$ cat config.mk
export PLATFORM = sky130hd
export DESIGN_NAME = sb_mbox_bridge
export DESIGN_NICKNAME = d
export VERILOG_FILES = /design/src/rtl/sb_mbox_pkg.sv /design/src/rtl/sb_mbox_regs.sv /design/src/rtl/sb_mbox_seq.sv /design/src/rtl/sb_mbox_bridge.sv
export SDC_FILE = /design/constraint.sdc
export NUM_CORES = 1
export LEC_CHECK = 0
export BUFFER_PORTS_ARGS = -buffer_cell sky130_fd_sc_hd__buf_2
export CAP_MARGIN = 20
export CORE_UTILIZATION = 51
export CTS_CLUSTER_DIAMETER = 30
export CTS_CLUSTER_SIZE = 30
export DETAILED_ROUTE_END_ITERATION = 10
export PLACE_DENSITY = 0.84
export SYNTH_ARGS = -nofsm -noshare
export SYNTH_HDL_FRONTEND = slang
export SYNTH_SLANG_ARGS = --single-unit
$ cat constraint.sdc
create_clock -name clk_i -period 2.3 [get_ports clk_i]
set_clock_uncertainty 0.05 [all_clocks]
set_input_delay 0.23 -clock clk_i [delete_from_list [all_inputs] [get_ports clk_i]]
set_output_delay 0.23 -clock clk_i [all_outputs]
set_load 0.05 [all_outputs]
$ cat src/rtl/sb_mbox_pkg.sv
package sb_mbox_pkg;
  localparam int unsigned DW   = 32;
  localparam int unsigned OPW  = 8;
  localparam int unsigned PW   = 8;
  localparam int unsigned BEW  = 4;
  localparam int unsigned LOW  = 8;
  localparam int unsigned HIW  = DW - LOW;
  localparam int unsigned OFSW = 8;

  localparam logic [OFSW-1:0] OFS_CMD  = 8'hD0;
  localparam logic [OFSW-1:0] OFS_DATA = 8'hD4;
  localparam logic [OFSW-1:0] OFS_EXT  = 8'hD8;
  localparam logic [OFSW-1:0] OFS_STAT = 8'hDC;

  localparam int unsigned STAT_BUSY_BIT = 0;
  localparam int unsigned STAT_ERR_BIT  = 1;

  typedef struct packed {
    logic [OPW-1:0] opcode;
    logic [PW-1:0]  port;
    logic [DW-1:0]  addr;
    logic [BEW-1:0] be;
    logic [DW-1:0]  wdata;
  } sb_req_t;

  typedef enum logic [1:0] {ST_IDLE, ST_REQ, ST_RSP} sb_state_e;
endpackage

$ cat src/rtl/sb_mbox_regs.sv
module sb_mbox_regs
  import sb_mbox_pkg::*;
#(
  parameter logic [PW-1:0] RSVD_PORT = 8'h06
) (
  input  logic            clk_i,
  input  logic            rst_ni,
  input  logic            cfg_wr_i,
  input  logic [OFSW-1:0] cfg_addr_i,
  input  logic [DW-1:0]   cfg_wdata_i,
  output logic [DW-1:0]   cfg_rdata_o,
  input  logic            busy_i,
  input  logic            done_i,
  input  logic            done_rd_i,
  input  logic [DW-1:0]   rsp_rdata_i,
  input  logic            rsp_err_i,
  output logic            launch_o,
  output sb_req_t         req_o,
  output logic            err_o
);
  logic [DW-1:0]  data_q;
  logic [HIW-1:0] ext_q;
  logic           err_q;
  logic           wr_cmd, wr_data, wr_ext, wr_stat, rsvd_hit, err_set, err_clr;

  assign wr_cmd   = cfg_wr_i && (cfg_addr_i == OFS_CMD);
  assign wr_data  = cfg_wr_i && (cfg_addr_i == OFS_DATA);
  assign wr_ext   = cfg_wr_i && (cfg_addr_i == OFS_EXT);
  assign wr_stat  = cfg_wr_i && (cfg_addr_i == OFS_STAT);
  assign rsvd_hit = cfg_wdata_i[23:16] == RSVD_PORT;
  assign launch_o = wr_cmd && !busy_i && !rsvd_hit;

  // a fresh error event outranks a software clear in the same cycle
  assign err_set = (wr_cmd && (busy_i || rsvd_hit)) || (done_i && rsp_err_i);
  assign err_clr = wr_stat && cfg_wdata_i[STAT_ERR_BIT];

  always_ff @(posedge clk_i or negedge rst_ni) begin
    if (!rst_ni) begin
      data_q <= '0;
      ext_q  <= '0;
      err_q  <= 1'b0;
    end else begin
      if (done_i && done_rd_i && !rsp_err_i) data_q <= rsp_rdata_i;
      else if (wr_data)                      data_q <= cfg_wdata_i;

      if (launch_o)    ext_q <= '0;
      else if (wr_ext) ext_q <= cfg_wdata_i[DW-1:LOW];

      if (err_set)      err_q <= 1'b1;
      else if (err_clr) err_q <= 1'b0;
    end
  end

  always_comb begin
    req_o.opcode = cfg_wdata_i[31:24];
    req_o.port   = cfg_wdata_i[23:16];
    req_o.addr   = {ext_q, cfg_wdata_i[15:8]};
    req_o.be     = cfg_wdata_i[7:4];
    req_o.wdata  = data_q;
  end

  always_comb begin
    unique case (cfg_addr_i)
      OFS_DATA: cfg_rdata_o = data_q;
      OFS_EXT:  cfg_rdata_o = {ext_q, {LOW{1'b0}}};
      OFS_STAT: cfg_rdata_o = {{(DW-2){1'b0}}, err_q, busy_i};
      default:  cfg_rdata_o = '0;
    endcase
  end

  assign err_o = err_q;
endmodule

$ cat src/rtl/sb_mbox_seq.sv
module sb_mbox_seq
  import sb_mbox_pkg::*;
(
  input  logic    clk_i,
  input  logic    rst_ni,
  input  logic    launch_i,
  input  sb_req_t req_i,
  input  logic    ready_i,
  input  logic    rsp_valid_i,
  output logic    valid_o,
  output sb_req_t req_o,
  output logic    busy_o,
  output logic    done_o,
  output logic    done_rd_o
);
  sb_state_e state_q;
  sb_req_t   req_q;

  always_ff @(posedge clk_i or negedge rst_ni) begin
    if (!rst_ni) begin
      state_q <= ST_IDLE;
      req_q   <= '0;
    end else begin
      unique case (state_q)
        ST_IDLE: if (launch_i) begin
          req_q   <= req_i;
          state_q <= ST_REQ;
        end
        ST_REQ:  if (ready_i) state_q <= ST_RSP;
        ST_RSP:  if (rsp_valid_i) state_q <= ST_IDLE;
        default: state_q <= ST_IDLE;
      endcase
    end
  end

  assign valid_o   = state_q == ST_REQ;
  assign req_o     = req_q;
  assign busy_o    = state_q != ST_IDLE;
  assign done_o    = (state_q == ST_RSP) && rsp_valid_i;
  assign done_rd_o = !req_q.opcode[0];
endmodule

$ cat src/rtl/sb_mbox_bridge.sv
module sb_mbox_bridge
  import sb_mbox_pkg::*;
#(
  parameter logic [PW-1:0] RSVD_PORT = 8'h06
) (
  input  logic            clk_i,
  input  logic            rst_ni,
  input  logic            cfg_wr_i,
  input  logic [OFSW-1:0] cfg_addr_i,
  input  logic [DW-1:0]   cfg_wdata_i,
  output logic [DW-1:0]   cfg_rdata_o,
  output logic            sb_req_valid_o,
  input  logic            sb_req_ready_i,
  output logic [OPW-1:0]  sb_req_opcode_o,
  output logic [PW-1:0]   sb_req_port_o,
  output logic [DW-1:0]   sb_req_addr_o,
  output logic [BEW-1:0]  sb_req_be_o,
  output logic [DW-1:0]   sb_req_wdata_o,
  input  logic            sb_rsp_valid_i,
  input  logic [DW-1:0]   sb_rsp_rdata_i,
  input  logic            sb_rsp_err_i,
  output logic            busy_o,
  output logic            err_o
);
  logic    launch, busy, done, done_rd;
  sb_req_t new_req, cur_req;

  sb_mbox_regs #(.RSVD_PORT(RSVD_PORT)) regs_i (
    .clk_i       (clk_i),
    .rst_ni      (rst_ni),
    .cfg_wr_i    (cfg_wr_i),
    .cfg_addr_i  (cfg_addr_i),
    .cfg_wdata_i (cfg_wdata_i),
    .cfg_rdata_o (cfg_rdata_o),
    .busy_i      (busy),
    .done_i      (done),
    .done_rd_i   (done_rd),
    .rsp_rdata_i (sb_rsp_rdata_i),
    .rsp_err_i   (sb_rsp_err_i),
    .launch_o    (launch),
    .req_o       (new_req),
    .err_o       (err_o)
  );

  sb_mbox_seq seq_i (
    .clk_i       (clk_i),
    .rst_ni      (rst_ni),
    .launch_i    (launch),
    .req_i       (new_req),
    .ready_i     (sb_req_ready_i),
    .rsp_valid_i (sb_rsp_valid_i),
    .valid_o     (sb_req_valid_o),
    .req_o       (cur_req),
    .busy_o      (busy),
    .done_o      (done),
    .done_rd_o   (done_rd)
  );

  assign sb_req_opcode_o = cur_req.opcode;
  assign sb_req_port_o   = cur_req.port;
  assign sb_req_addr_o   = cur_req.addr;
  assign sb_req_be_o     = cur_req.be;
  assign sb_req_wdata_o  = cur_req.wdata;
  assign busy_o          = busy;
endmodule

==> impl_metrics.json, run 1 <==
{
  "p_sw_mw": 1.535,
  "finalPower_mw": 6.236,
  "first_pass_iters": 4,
  "syn_area_sq_mm": 0.006375,
  "track_usage": 0.2650,
  "cp.buffers_inverters": 1,
  "coreArea_sq_mm": 0.01211,
  "routed_wl_mm": 16.43,
  "ant_nets": 0,
  "hold_violations": 0,
  "rsz0062_at_grt": "no",
  "wl_per_cell_um": 19.14,
  "holdPathEnd": "regs_i.data_q[10]$_DFFE_PN0P_",
  "grt_pass1_vias": 4910,
  "root_buffer": "clkbuf_16",
  "hold_depth": 3,
  "cts_setup_buffers": 0,
  "viasPerCell": 5.467,
  "dieHeight_um": 113.8,
  "min_period_ps": 2138,
  "synth_cell_types": 30,
  "cp.required_ps": 2540,
  "ios": 197,
  "final_cell_mix": "195 x buf_2, 143 x dfrtp_1, 59 x mux2_4, 57 x mux2i_1, 34 x nor2_1",
  "cts_hold_buf": 6,
  "tritoncts": "done",
  "syn_nets": 546,
  "startpoint_type": "register",
  "vias": 4691,
  "synth_seq_cells": 143,
  "ys_seq_area_frac": 0.5613,
  "cts_max_level": 4,
  "die_w_um": 113.8,
  "final_core_util": 0.6851,
  "overflow": 0,
  "synthCells": 468,
  "fin_crit_sh": 0.9297,
  "swShare": 0.2461,
  "outcome": "finished, final reports clean",
  "clkTransAtPathRegs_ps": 60,
  "synthToLayoutAreaGrowth_pct": 30.17,
  "grt_max_degree": 62,
  "intPower_mw": 4.701,
  "path_cells": "or2_1 > a21oi_1 > nor4bb_4 > buf_4 > nor2_1",
  "grt_pass1_wl_mm": 25.90,
  "slew_violations": 0,
  "r2r_slack_ps": 160,
  "synthMuxAreaShare": 0.2726,
  "cp_slowest_stage_delay_ps": 450,
  "pwr-share-seq": 0.443,
  "portBuffers": 196,
  "r2r_cells": 5,
  "power.density_mw_per_mm2": 751.5,
  "synth_fa_ha_area_frac": 0,
  "start_util": 0.5263,
  "clock_sinks": 143,
  "yosysWarnings": 0,
  "crit_family": "simple AND/OR/NAND/NOR gates",
  "cts_buffer_depth": 2,
  "finalSetupTns_ps": 0,
  "clock_latency_ps": 420,
  "r2r-end": "regs_i.ext_q[8]$_DFFE_PN0P_",
  "syn_area_per_cell_sq_um": 13.62,
  "p_clk_frac": 0.470,
  "synth-compound-area-share": 0.06398,
  "place_hpwl_mm": 10.97,
  "fin_cells": 858,
  "layout-drive-gt1-share": 0.4514,
  "irDropWorstVdd_v": 0.0004507,
  "dp.cells": 819,
  "stdcell_area_sq_mm": 0.008298,
  "min_path_type": "in -> reg",
  "finalSetupViolations": 0,
  "drcViolationCount": 0,
  "r2r-start": "seq_i.state_q[0]$_DFFE_PN0P_",
  "cp.arrival_ps": 2380,
  "tightest_slew_ps": 566.5,
  "gp_congestion": 0.7869,
  "drtIter0Drc": 257,
  "min_from": "sb_rsp_rdata_i[10]",
  "cts_resized": 0,
  "synthXorXnorAreaFrac": 0,
  "crit_fanout": 15,
  "p_comb_frac": 0.087,
  "end_kind": "register",
  "rows": 40,
  "power_leakage_nw": 5.031,
  "placedInstanceArea_sq_mm": 0.007605,
  "synth_top_family_by_area": "multiplexers",
  "dieArea_sq_mm": 0.01295,
  "synthSimpleGateAreaFrac": 0.07046,
  "maxCapViolCount": 0,
  "grt_antenna_before_repair": 1,
  "fmax_mhz": 467.7,
  "relSlewSlack": 0.6223,
  "cts_made_buffers": 17,
  "nets": 754,
  "crit_type": "reg -> reg",
  "final_common_cell": "buf_2",
  "critPathSlowestCell": "nor4bb_4"
}
power groups by stage:
stage	registers (mW)	clock network, mW	logic, mW
final	2.76	2.93	0.541
after global routing	2.78	3.06	0.591
after CTS	2.76	2.97	0.547
after detailed placement	2.80	0	0.532
after global placement	2.79	0	0.513
after floorplan	2.91	0	0.173
metrics by stage:
| stage | setup WS, ps | hold slack [ps] |
|---|---|---|
| after floorplan | 305.0 | -115.6 |
| after global placement | 182.1 | 185.5 |
| after detailed placement | 182.0 | 193.5 |
| after CTS | 168.8 | 1.419 |
| after global routing | 77.97 | 20.92 |
| final | 161.7 | 7.289 |
cells by family (layout without fill, tap and decap cells):
family / count (synthesis) / in the layout
DFF: 143 / 143
muxes: 141 / 141
and+or+nand+nor: 87 / 87
AOI/OAI and AO/OA: 62 / 62
buffers and inverters: 35 / 256
other: 0 / 1
cell type report:
cell class                 instances  area (sq um)
clock buffer                      18         439.2
antenna                            1         2.502
inverter                           2         7.507
multi-input combinational        290          2634
sequential                       143          3578
tap                              168         210.2
clock inverter                    14         191.4
fill                             880          3814
timing repair buffer             222          1235
layer usage:
| layer | part of all wire | track usage |
|---|---|---|
| met3 | 0.046 | 0.05473 |
| met1 | 0.42 | 0.3265 |
| met5 | 0 | 0 |
| met4 | 0.027 | 0.1203 |
| met2 | 0.51 | 0.4508 |
how the worst max path moves through the flow:
| stage | endpoint | depth (start not counted) | slack [ps] | startpoint |
|---|---|---|---|---|
| finish | regs_i.ext_q[8]$_DFFE_PN0P_ | 5 | 160 | seq_i.state_q[0]$_DFFE_PN0P_ |
| global route | regs_i.ext_q[8]$_DFFE_PN0P_ | 5 | 80 | seq_i.state_q[0]$_DFFE_PN0P_ |
| CTS | regs_i.ext_q[8]$_DFFE_PN0P_ | 5 | 170 | seq_i.state_q[0]$_DFFE_PN0P_ |
| detailed placement | seq_i.req_o[34]$_DFFE_PN0P_ | 6 | 180 | cfg_wdata_i[19] |
| global placement | seq_i.req_o[6]$_DFFE_PN0P_ | 6 | 180 | cfg_wdata_i[19] |
| floorplan | seq_i.req_o[17]$_DFFE_PN0P_ | 6 | 300 | seq_i.state_q[0]$_DFFE_PN0P_ |
tightest hold or removal path: cells and delay by family:
kind                   cells  cell delay (ps)
AOI/OAI and AO/OA          1              100
buffers and inverters      1               80
and+or+nand+nor            1               30
flip-flops by register name, indices dropped and copies added, names as in the netlist:
name           flops
regs_i.data_q     32
regs_i.err_o       1
regs_i.ext_q      24
seq_i.state_q      2
seq_i.req_o       84
synthesized netlist by cell type:
master | number | area (sq um)
nor2b_1 | 2 | 12.51
a21oi_1 | 8 | 40.04
buf_2 | 14 | 70.07
mux2_4 | 59 | 885.9
nor3b_2 | 1 | 12.51
and4b_1 | 2 | 20.02
nand2b_1 | 2 | 12.51
or4b_1 | 1 | 10.01
a22o_1 | 24 | 210.2
and2_1 | 7 | 43.79
or2_1 | 1 | 6.260
clkbuf_1 | 11 | 41.29
a32oi_1 | 1 | 8.760
o21ai_1 | 22 | 110.1
mux2_1 | 25 | 281.5
inv_1 | 2 | 7.510
nor2_1 | 34 | 127.6
nand4bb_1 | 1 | 11.26
nand4_1 | 2 | 12.51
o21ai_0 | 6 | 30.03
nand2_1 | 3 | 11.26
nor4bb_1 | 2 | 20.02
o311ai_0 | 1 | 8.760
nand3_1 | 27 | 135.1
mux2i_1 | 57 | 570.6
buf_6 | 7 | 78.83
or4_1 | 1 | 7.510
buf_1 | 1 | 3.750
dfrtp_1 | 143 | 3578
nor4_1 | 1 | 6.260
No activity file was read; power rests on OpenSTA's default activity.
==> inputs of run 2 (changes only) <==
--- a/config.mk
+++ b/config.mk
@@ -5,7 +5,7 @@
 export SDC_FILE = /design/constraint.sdc
 export NUM_CORES = 1
 export LEC_CHECK = 0
-export BUFFER_PORTS_ARGS = -buffer_cell sky130_fd_sc_hd__buf_2
+export BUFFER_PORTS_ARGS = -buffer_cell sky130_fd_sc_hd__buf_4
 export CAP_MARGIN = 20
 export CORE_UTILIZATION = 51
 export CTS_CLUSTER_DIAMETER = 30
==> impl_metrics.json, run 2 (synthesized netlist as in run 1, its figures left out) <==
{
  "startpoint_type": "register",
  "crit_type": "reg -> reg",
  "fin_crit_sh": 0.9255,
  "grt_pass1_wl_mm": 27.77,
  "ios": 197,
  "dp.cells": 823,
  "synthToLayoutAreaGrowth_pct": 41.24,
  "slew_violations": 0,
  "die_w_um": 113.8,
  "gp_congestion": 0.7979,
  "finalSetupTns_ps": 0,
  "viasPerCell": 5.501,
  "final_common_cell": "buf_4",
  "layout-drive-gt1-share": 0.4449,
  "clock_sinks": 143,
  "preCtsSetupSlack_ps": 169.1,
  "rsz0062_at_grt": "no",
  "coreArea_sq_mm": 0.01211,
  "drcViolationCount": 0,
  "cp.arrival_ps": 2380,
  "diodes": 0,
  "maxCapViolCount": 0,
  "relSlewSlack": 0.6471,
  "overflow": 0,
  "power_leakage_nw": 5.190,
  "fmax_mhz": 469.8,
  "wl_per_cell_um": 20.10,
  "grt_pass1_vias": 5143,
  "root_buffer": "clkbuf_16",
  "rows": 40,
  "start_util": 0.5263,
  "nets": 773,
  "clkTransAtPathRegs_ps": 60,
  "fin_cells": 876,
  "grt_antenna_before_repair": 0,
  "hold_violations": 0,
  "cts_max_level": 4,
  "portBuffers": 196,
  "dieArea_sq_mm": 0.01295,
  "irDropWorstVdd_v": 0.0005330,
  "finalSetupViolations": 0,
  "routed_wl_mm": 17.61,
  "end_kind": "register",
  "outcome": "finished, final reports clean",
  "tritoncts": "done",
  "cp.required_ps": 2550,
  "stdcell_area_sq_mm": 0.009004,
  "cts_made_buffers": 17,
  "fillers": 792,
  "place_hpwl_mm": 11.79,
  "drtIter0Drc": 323,
  "cts_setup_buffers": 0,
  "track_usage": 0.2873,
  "crit_fanout": 23,
  "final_cell_mix": "212 x buf_4, 143 x dfrtp_1, 59 x mux2_4, 57 x mux2i_1, 34 x nor2_1",
  "cts_buffer_depth": 2,
  "fin_ws_ps": 171.3,
  "first_pass_iters": 5,
  "placedInstanceArea_sq_mm": 0.008160,
  "largest_register_ffs": 84,
  "tightest_slew_ps": 529.4,
  "min_path_type": "in -> reg",
  "vias": 4819,
  "min_period_ps": 2129,
  "ant_nets": 0,
  "dieHeight_um": 113.8,
  "power.density_mw_per_mm2": 701.1,
  "grt_max_degree": 59,
  "clock_latency_ps": 430
}
-- run 2: path summary, 6_finish.rpt --
| kind | from | to | slack [ps] | cells after the start |
|---|---|---|---|---|
| setup reg to reg | seq_i.state_q[0]$_DFFE_PN0P_ | seq_i.req_o[15]$_DFFE_PN0P_ | 170 | 5 |
| setup / recovery | seq_i.state_q[0]$_DFFE_PN0P_ | seq_i.req_o[15]$_DFFE_PN0P_ | 170 | 5 |
| min in group asynchronous | rst_ni | regs_i.data_q[28]$_DFFE_PN0P_ | 280 | 2 |
| max in group asynchronous | rst_ni | seq_i.req_o[49]$_DFFE_PN0P_ | 1170 | 3 |
| hold reg to reg | seq_i.req_o[34]$_DFFE_PN0P_ | seq_i.req_o[34]$_DFFE_PN0P_ | 440 | 1 |
| hold / removal | cfg_wdata_i[13] | seq_i.req_o[41]$_DFFE_PN0P_ | 20 | 2 |
-- run 2: final cells by class --
cell class	count	area (sq um)	area share
sequential	143	3578	0.3974
clock inverter	14	190.2	0.02112
timing repair buffer	241	1944	0.2160
clock buffer	18	439.2	0.04878
inverter	2	7.507	0.0008338
multi-input combinational	290	2634	0.2925
tap	168	210.2	0.02335
-- run 2: layer usage --
layer	track usage	vias up	wire (um)
met3	0.06695	42	912
met4	0.1463	0	616
met5	0	-	0
met2	0.4813	189	9082
li1	-	2137	-
met1	0.3488	2451	6997
-- run 2: repair_timing --
item / 4_1_cts / 5_1_grt
hold buffers: 21 / 0
resized for setup: 0 / 1
hold endpoints to repair: 74 / 0
endpoints found under the setup margin: 0 / 6
-- run 2: critical path, cell delays in order (launching register included) --
cell	delay (ps)
dfrtp_1	410
or2_1	320
a21oi_1	300
nand4bb_4	300
buf_12	280
mux2_1	330
-- run 2: power breakdown --
| group | switching [mW] | leakage (nW) | total, mW | internal (mW) |
|---|---|---|---|---|
| combinational | 0.344 | 2.92 | 0.624 | 0.280 |
| clock | 1.08 | 0.306 | 2.92 | 1.84 |
| sequential | 0.111 | 1.97 | 2.77 | 2.66 |
-- run 2: per-stage QoR --
step	utilization	power, mW	hold slack [ps]
detailed placement	0.6738	3.399	183.6
finish	0.7434	6.313	18.11
global route	0.7434	6.519	8.562
CTS	0.7431	6.355	0.3358
floorplan	-	3.083	-115.6
global placement	0.6738	3.365	174.4
